[src/rtl/sfa_pkg.sv]
package sfa_pkg;

    localparam int CMD_W      = 64;
    localparam int SLOT_W     = 8;
    localparam int INC_W      = 22;
    localparam int OFF_W      = 11;

    // field positions a command producer encodes
    localparam int SLOT_LSB   = 56;
    localparam int INC_LSB    = 14;
    localparam int TWAIT_BIT  = 13;
    localparam int SIZE_LSB   = 11;
    localparam int OFF_LSB    = 0;

    typedef enum logic [1:0] {
        SZ_B8  = 2'd0,
        SZ_B16 = 2'd1,
        SZ_B32 = 2'd2,
        SZ_B64 = 2'd3
    } opsize_e;

    typedef struct packed {
        logic [SLOT_W-1:0] slot;
        logic [INC_W-1:0]  inc;
        logic              tagwait;
        opsize_e           size;
        logic [OFF_W-1:0]  off;
    } sfa_cmd_t;

    localparam logic [CMD_W-1:0] FAIL_WORD = {1'b1, {(CMD_W-1){1'b0}}};

endpackage

[src/rtl/sfa_decode.sv]
module sfa_decode
    import sfa_pkg::*;
(
    input  logic [CMD_W-1:0] cmd_i,
    output sfa_cmd_t         fields_o
);
    logic unused_len_pad;

    always_comb begin
        fields_o.slot    = cmd_i[SLOT_LSB +: SLOT_W];
        fields_o.inc     = cmd_i[INC_LSB +: INC_W];
        fields_o.tagwait = cmd_i[TWAIT_BIT];
        fields_o.size    = opsize_e'(cmd_i[SIZE_LSB +: 2]);
        fields_o.off     = cmd_i[OFF_LSB +: OFF_W];
    end

    // length and pad bits carry no meaning for a single-result command
    assign unused_len_pad = ^cmd_i[SLOT_LSB-1:INC_LSB+INC_W];

endmodule

[src/rtl/sfa_alu.sv]
module sfa_alu
    import sfa_pkg::*;
(
    input  logic [63:0]      word_i,
    input  logic [2:0]       lane_i,
    input  opsize_e          size_i,
    input  logic [INC_W-1:0] inc_i,
    output logic [63:0]      word_o,
    output logic [62:0]      old_o
);
    localparam int NSZ = 4;

    logic [63:0] field;
    logic [63:0] sext [NSZ];
    logic [63:0] sx_sel;
    logic [63:0] wmask;
    logic [2:0]  lane_al;
    logic [5:0]  shamt;
    logic [63:0] inc64;
    logic [63:0] sum;
    logic        unused_sx_top;

    // one sign-extension variant per operand width
    generate
        for (genvar s = 0; s < NSZ; s++) begin : g_sx
            localparam int W = 8 << s;
            if (W == 64) begin : g_full
                assign sext[s] = field;
            end else begin : g_part
                assign sext[s] = {{(64-W){field[W-1]}}, field[W-1:0]};
            end
        end
    endgenerate

    always_comb begin
        case (size_i)
            SZ_B8:   begin lane_al = lane_i;                wmask = 64'h0000_0000_0000_00FF; end
            SZ_B16:  begin lane_al = {lane_i[2:1], 1'b0};   wmask = 64'h0000_0000_0000_FFFF; end
            SZ_B32:  begin lane_al = {lane_i[2], 2'b00};    wmask = 64'h0000_0000_FFFF_FFFF; end
            default: begin lane_al = 3'd0;                  wmask = 64'hFFFF_FFFF_FFFF_FFFF; end
        endcase
        shamt  = {lane_al, 3'b000};
        field  = (word_i >> shamt) & wmask;
        inc64  = {{(64-INC_W){inc_i[INC_W-1]}}, inc_i};
        sum    = (field + inc64) & wmask;
        word_o = (word_i & ~(wmask << shamt)) | (sum << shamt);
        sx_sel = sext[size_i];
        old_o  = sx_sel[62:0];
    end

    assign unused_sx_top = sx_sel[63];

endmodule

[src/rtl/sfa_wait_ctl.sv]
module sfa_wait_ctl #(
    parameter int TMO_W = 16
) (
    input  logic             clk,
    input  logic             rst_n,
    input  logic             start_i,
    input  logic             done_i,
    input  logic [TMO_W-1:0] limit_i,
    output logic             busy_o,
    output logic             fire_ok_o,
    output logic             fire_tmo_o
);
    typedef struct packed {
        logic             busy;
        logic [TMO_W-1:0] cnt;
    } wst_t;

    wst_t st_d, st_q;
    logic [TMO_W:0] elapsed;

    always_comb begin
        st_d       = st_q;
        elapsed    = {1'b0, st_q.cnt} + 1'b1;
        fire_ok_o  = st_q.busy && done_i;
        fire_tmo_o = st_q.busy && !done_i && (elapsed >= {1'b0, limit_i});
        if (start_i) begin
            st_d.busy = 1'b1;
            st_d.cnt  = '0;
        end else if (fire_ok_o || fire_tmo_o) begin
            st_d.busy = 1'b0;
            st_d.cnt  = '0;
        end else if (st_q.busy) begin
            st_d.cnt  = st_q.cnt + 1'b1;
        end
    end

    always_ff @(posedge clk) begin
        if (!rst_n) st_q <= '0;
        else        st_q <= st_d;
    end

    assign busy_o = st_q.busy;

endmodule

[src/rtl/scratch_fetch_add.sv]
module scratch_fetch_add
    import sfa_pkg::*;
#(
    parameter int MEM_BYTES = 64,
    parameter int TMO_W     = 16
) (
    input  logic              clk,
    input  logic              rst_n,
    input  logic              cmd_valid,
    output logic              cmd_ready,
    input  logic [63:0]       cmd_word,
    input  logic              tsw_pending,
    input  logic              tsw_done,
    input  logic [TMO_W-1:0]  wait_limit,
    output logic              sp_we,
    output logic [7:0]        sp_slot,
    output logic [63:0]       sp_data
);
    localparam int WORDS = MEM_BYTES / 8;
    localparam int IDX_W = (WORDS > 1) ? $clog2(WORDS) : 1;

    typedef struct packed {
        logic              we;
        logic [SLOT_W-1:0] slot;
        logic [63:0]       data;
        sfa_cmd_t          held;
    } top_st_t;

    top_st_t     st_d, st_q;
    logic [63:0] mem_d [WORDS];
    logic [63:0] mem_q [WORDS];

    sfa_cmd_t    dec;
    sfa_cmd_t    op;
    logic        busy, fire_ok, fire_tmo;
    logic        accept, need_wait, exec;
    logic [IDX_W-1:0] widx;
    logic [63:0] alu_new;
    logic [62:0] alu_old;
    logic        unused_off;

    sfa_decode u_dec (
        .cmd_i    (cmd_word),
        .fields_o (dec)
    );

    assign cmd_ready = !busy;
    assign accept    = cmd_valid && cmd_ready;
    assign need_wait = accept && dec.tagwait && tsw_pending;
    assign op        = busy ? st_q.held : dec;
    assign exec      = (accept && !need_wait) || fire_ok;
    assign widx      = op.off[IDX_W+2:3];
    assign unused_off = ^op.off;

    sfa_wait_ctl #(.TMO_W(TMO_W)) u_wait (
        .clk        (clk),
        .rst_n      (rst_n),
        .start_i    (need_wait),
        .done_i     (tsw_done),
        .limit_i    (wait_limit),
        .busy_o     (busy),
        .fire_ok_o  (fire_ok),
        .fire_tmo_o (fire_tmo)
    );

    sfa_alu u_alu (
        .word_i (mem_q[widx]),
        .lane_i (op.off[2:0]),
        .size_i (op.size),
        .inc_i  (op.inc),
        .word_o (alu_new),
        .old_o  (alu_old)
    );

    always_comb begin
        st_d  = st_q;
        mem_d = mem_q;
        if (need_wait) st_d.held = dec;
        st_d.we   = exec || fire_tmo;
        st_d.slot = op.slot;
        st_d.data = fire_tmo ? FAIL_WORD : {1'b0, alu_old};
        if (exec) mem_d[widx] = alu_new;
    end

    always_ff @(posedge clk) begin
        if (!rst_n) begin
            st_q <= '0;
            for (int i = 0; i < WORDS; i++) mem_q[i] <= '0;
        end else begin
            st_q  <= st_d;
            mem_q <= mem_d;
        end
    end

    assign sp_we   = st_q.we;
    assign sp_slot = st_q.slot;
    assign sp_data = st_q.data;

endmodule

[config.mk]
export PLATFORM = sky130hd
export DESIGN_NAME = scratch_fetch_add
export DESIGN_NICKNAME = d
export VERILOG_FILES = /design/src/rtl/sfa_pkg.sv /design/src/rtl/sfa_decode.sv /design/src/rtl/sfa_alu.sv /design/src/rtl/sfa_wait_ctl.sv /design/src/rtl/scratch_fetch_add.sv
export SDC_FILE = /design/constraint.sdc
export NUM_CORES = 2
export LEC_CHECK = 0
export ABC_AREA = 0
export BUFFER_PORTS_ARGS = -buffer_cell sky130_fd_sc_hd__buf_2
export CAP_MARGIN = 20
export CORE_ASPECT_RATIO = 1.4
export CORE_UTILIZATION = 50
export CTS_BUF_LIST = sky130_fd_sc_hd__clkbuf_8
export CTS_CLUSTER_SIZE = 8
export DETAILED_ROUTE_END_ITERATION = 8
export PLACE_DENSITY_LB_ADDON = 0.2
export SYNTH_ARGS = -nofsm -noshare
export SYNTH_HDL_FRONTEND = slang
export SYNTH_SLANG_ARGS = --single-unit
[constraint.sdc]
create_clock -name clk -period 8.1 [get_ports clk]
set_clock_uncertainty 0.2 [all_clocks]
set_input_delay 0.405 -clock clk [delete_from_list [all_inputs] [get_ports clk]]
set_output_delay 0.405 -clock clk [all_outputs]
set_load 0.01 [all_outputs]
==> implementation parameters <==
Parameter                              Value

Timing
  Final total negative setup slack ... 0 ns
  RSZ-0062 raised after global routing ... false
  Number of max-slew violations in the final report ... 0
  Actual slew at the worst max-slew pin ... 1.197 ns
  Post-route fraction of the period consumed by the critical path ... 89.19%
  Number of setup violations in the final report ... 0
  Count of final hold-check violations ... 0
  Highest clock frequency the design can meet ... 138.4 MHz
  Worst rel slew slack ... 19.69%
  Final critical delay including setup and external delays ... 7.224 ns

Floorplan
  Core area ... 65410 µm²
  Initial cell density of the core ... 50.58%
  Top-level port count ... 159
  Count of standard-cell rows ... 111
  Die outline width ... 219.4 µm
  Floorplan die area ... 67220 µm²
  Die height ... 306.4 µm

Yosys
  Post-Syn Area per Cell ... 7.787 µm²
  Seq/Total Area, Yosys ... 38.72%
  Register bit total from synthesis ... 640
  Area contributors post-synth ... sky130_fd_sc_hd__dfxtp_1, sky130_fd_sc_hd__a21oi_1, sky130_fd_sc_hd__o21ai_0
  Area share of the leading cell type in the synthesized netlist ... 38.72%
  Number of unique standard cell types used by synthesis ... 87
  Top-count cell post-synth ... sky130_fd_sc_hd__dfxtp_1
  Mapped Cells ... 4249
  Largest area contributor in the synthesized netlist ... sky130_fd_sc_hd__dfxtp_1
  Yosys Warn Count ... 0
  Fraction of synthesis flops using an asynchronous set or reset pin ... 0%
  Leading cell types by count after synthesis ... sky130_fd_sc_hd__dfxtp_1, sky130_fd_sc_hd__nor2_1, sky130_fd_sc_hd__a21oi_1, sky130_fd_sc_hd__nand2_1, sky130_fd_sc_hd__o21ai_0
  Count of flip-flops with a built-in enable after synthesis ... 0
  Synth Flop Type ... sky130_fd_sc_hd__dfxtp_1
  Net count after synthesis ... 4415
  Combined area of all synthesized cells ... 33090 µm²

Drt
  DR vias ... 33.51k
  Number of remaining DRC errors ... 0
  Final Routed Wirelength ... 130600 µm
  Via-per-instance ratio ... 6.291
  Average routed wire per standard cell ... 24.51 µm
  DRT antenna net count ... 0
  Number of DRC violations after detailed-routing iteration 0 ... 3586
  Pre-antenna DRT Iters ... 7

Global route
  Pin count of the biggest net entering global routing ... 247
  Wire length of the first global-routing pass ... 194600 µm
  Vias in the first global route ... 31.56k
  Met3 capacity usage during global routing ... 6.806%
  Routing usage on met1 ... 46.81%
  Routing layer with the top usage in global route ... met2
  Initial antenna violation count ... 3
  Total Routing Usage GR ... 38.23%
  GRT Residual Overflow ... 0
  Global-route track usage on met2 ... 60.85%

Worst hold path
  Class of the worst hold path ... input port to flop
  Hold Startpoint ... wait_limit[15]

Clock tree
  Largest buffer count on any clock path ... 3
  Clock edge transition at the registers on the reported setup and hold paths ... 0.06 ns
  Clock net sink count ... 640
  TritonCTS buffer count ... 99
  H-Tree Depth ... 3
  CTS Root Cell ... sky130_fd_sc_hd__clkbuf_8
  Clock tree from TritonCTS ... done
  Worst skew pair latency ... 0.75 ns
  Cells resized by post-CTS repair ... 0

Worst setup path
  Nature of the critical path endpoint ... flop
  Type of the worst setup path ... flop to flop
  Cell repeated most along the worst path ... sky130_fd_sc_hd__buf_4
  Critical register-to-register path startpoint ... u_wait.busy_o
  Longest individual stage delay on the worst path ... 0.69 ns
  Start point of the critical path ... u_wait.busy_o
  Max Fanout on Critical Path ... 26
  Worst path cell trace ... mux2_2 -> buf_4 -> nand2_1 -> o221ai_1 -> o21ai_0 -> o221ai_1 -> mux2i_1 -> nand2_1 -> a31oi_1 -> buf_4 -> ha_1 -> a21o_1 -> a31o_2 -> o211ai_1 -> a32oi_1 -> buf_4 -> a21oi_1 -> o211ai_1 -> buf_4 -> nand4b_1 -> nand3_1 -> nor2_1 -> a21oi_1
  Slowest stage cell on the critical path ... sky130_fd_sc_hd__mux2_2
  Type of origin of the critical path ... flop
  Arrival time of the worst setup path ... 7.57 ns
  Endpoint required time on the critical path ... 8.45 ns

Placed design
  Placed insts ... 5120
  # port buffers ... 133
  Routability congestion estimate from global placement ... 1.041
  Detailed placement HPWL ... 91630 µm

Cells and area
  Final instance count without filler cells ... 5327
  FILL cells ... 6102
  Fraction of layout instances using a drive strength above 1 ... 14.58%
  Final net count ... 4585
  Synth-to-layout area growth ... 14.34%

Pwr
  Total power ... 8.384 mW
  Standby leakage power ... 14.96 nW
  PwrDens ... 221.6 nW/µm²
  Largest vdd supply drop ... 0.1407 mV

Job
  Number of max-cap violations ... 0

Outcome
  Run status ... completed
## per-layer routing
layer	vias to the layer above	wire, µm
met3	434	10380
li1	15680	-
met1	15790	51220
met2	1605	59030
met4	2	9933
met5	-	18
## critical path: cells and delay by family, from the launching register on
kind / cells / cell delay [ns]
and+or+nand+nor: 5 / 1.24
adders and majority gates: 1 / 0.24
buffers and inverters: 4 / 0.93
muxes: 2 / 1.16
AOI/OAI and AO/OA: 11 / 2.65
DFF: 1 / 0.56
## kinds of logic (layout without fill, tap and decap cells)
group                    after synthesis  after routing  synth area share [%]
AO/OA/AOI/OAI                       1624           1624                 30.32
AND/OR/NAND/NOR                     1265           1265                 16.29
flip-flops                           640            640                 38.72
buffers and inverters                461            690                 6.307
multiplexers                         108            108                 3.430
adder cells (fa/ha/maj)               81             81                 3.086
XOR/XNOR                              70             70                 1.853
other                                  0              2                     0
## state kept, by name, summed over array words and instances (netlist names)
register and flops:
u_wait.st_q 16, mem_q 512, u_wait.busy_o 1, sp_data 64, sp_slot 8, sp_we 1
st_q 38
## final cells by class
type                            count  area (µm²)  share of cell area [%]
Multi-Input combinational cell   3148       18350                   48.50
Sequential cell                   640       12820                   33.87
Timing Repair Buffer              484        3570                   9.435
Clock buffer                      115        1583                   4.183
Tap cell                          847        1060                   2.801
Clock inverter                     45       271.5                  0.7176
Inverter                           46       180.2                  0.4762
Antenna cell                        2       5.005                 0.01323
## stage by stage
step | hold WS [ns] | worst slack, ns | utilization [%] | area [µm²]
finish | 0.1344 | 0.8756 | 57.84 | 37830
global route | 0.1322 | 0.5814 | 57.84 | 37830
CTS | 0.08022 | 1.038 | 57.83 | 37830
floorplan | 0.2329 | 2.116 | - | 33090
global placement | 0.2383 | 1.042 | 54.28 | 35500
detailed placement | 0.2445 | 1.026 | 54.31 | 35520
## cell usage in the layout (no fill, tap or decap), types with 12 or more instances in the layout
master / Yosys / layout
sky130_fd_sc_hd__a21o_1: 36 / 36
sky130_fd_sc_hd__nand4_1: 36 / 36
sky130_fd_sc_hd__buf_4: 75 / 294
sky130_fd_sc_hd__dfxtp_1: 640 / 639
sky130_fd_sc_hd__xor2_1: 40 / 40
sky130_fd_sc_hd__xnor2_1: 30 / 30
sky130_fd_sc_hd__o211ai_1: 25 / 25
sky130_fd_sc_hd__nor2b_1: 15 / 14
sky130_fd_sc_hd__inv_1: 44 / 80
sky130_fd_sc_hd__a21oi_1: 469 / 468
sky130_fd_sc_hd__o22a_1: 13 / 13
sky130_fd_sc_hd__nand2_1: 434 / 434
sky130_fd_sc_hd__clkbuf_8: 0 / 115
sky130_fd_sc_hd__buf_2: 24 / 132
sky130_fd_sc_hd__or3_1: 16 / 16
sky130_fd_sc_hd__mux2_2: 32 / 32
sky130_fd_sc_hd__a211oi_1: 206 / 206
sky130_fd_sc_hd__a31oi_1: 49 / 49
sky130_fd_sc_hd__and3_1: 23 / 23
sky130_fd_sc_hd__ha_1: 80 / 80
sky130_fd_sc_hd__o22ai_1: 118 / 118
sky130_fd_sc_hd__and2_1: 24 / 24
sky130_fd_sc_hd__mux2i_1: 73 / 71
sky130_fd_sc_hd__a22o_1: 12 / 12
sky130_fd_sc_hd__dlygate4sd3_1: 0 / 45
sky130_fd_sc_hd__nor3_1: 59 / 59
sky130_fd_sc_hd__nand3_1: 84 / 84
sky130_fd_sc_hd__o21a_1: 60 / 60
sky130_fd_sc_hd__o21bai_1: 21 / 21
sky130_fd_sc_hd__buf_12: 0 / 12
sky130_fd_sc_hd__a221oi_1: 18 / 18
sky130_fd_sc_hd__o221ai_1: 28 / 28
sky130_fd_sc_hd__o21ai_0: 429 / 429
sky130_fd_sc_hd__nor2_1: 524 / 512
## timing repair
action / 4_1_cts / 5_1_grt
hold buffers: 45 / 0
hold endpoints to repair: 107 / 0
buffers inserted: 0 / 0
## path summary, 6_finish.rpt
kind / slack (ns) / end / cells after the start
min: 0.13 / u_wait.busy_o / 6
max: 0.88 / mem_q[311] / 23
min reg2reg: 0.25 / st_q[14] / 2
max reg2reg: 0.88 / mem_q[311] / 23
## power breakdown
group	total, mW	switching (mW)	internal (mW)
Clock	2.63	1.28	1.34
Combinational	2.41	1.60	0.811
Sequential	3.35	0.0604	3.29
Note: power is estimated with default switching activity, not from simulation.
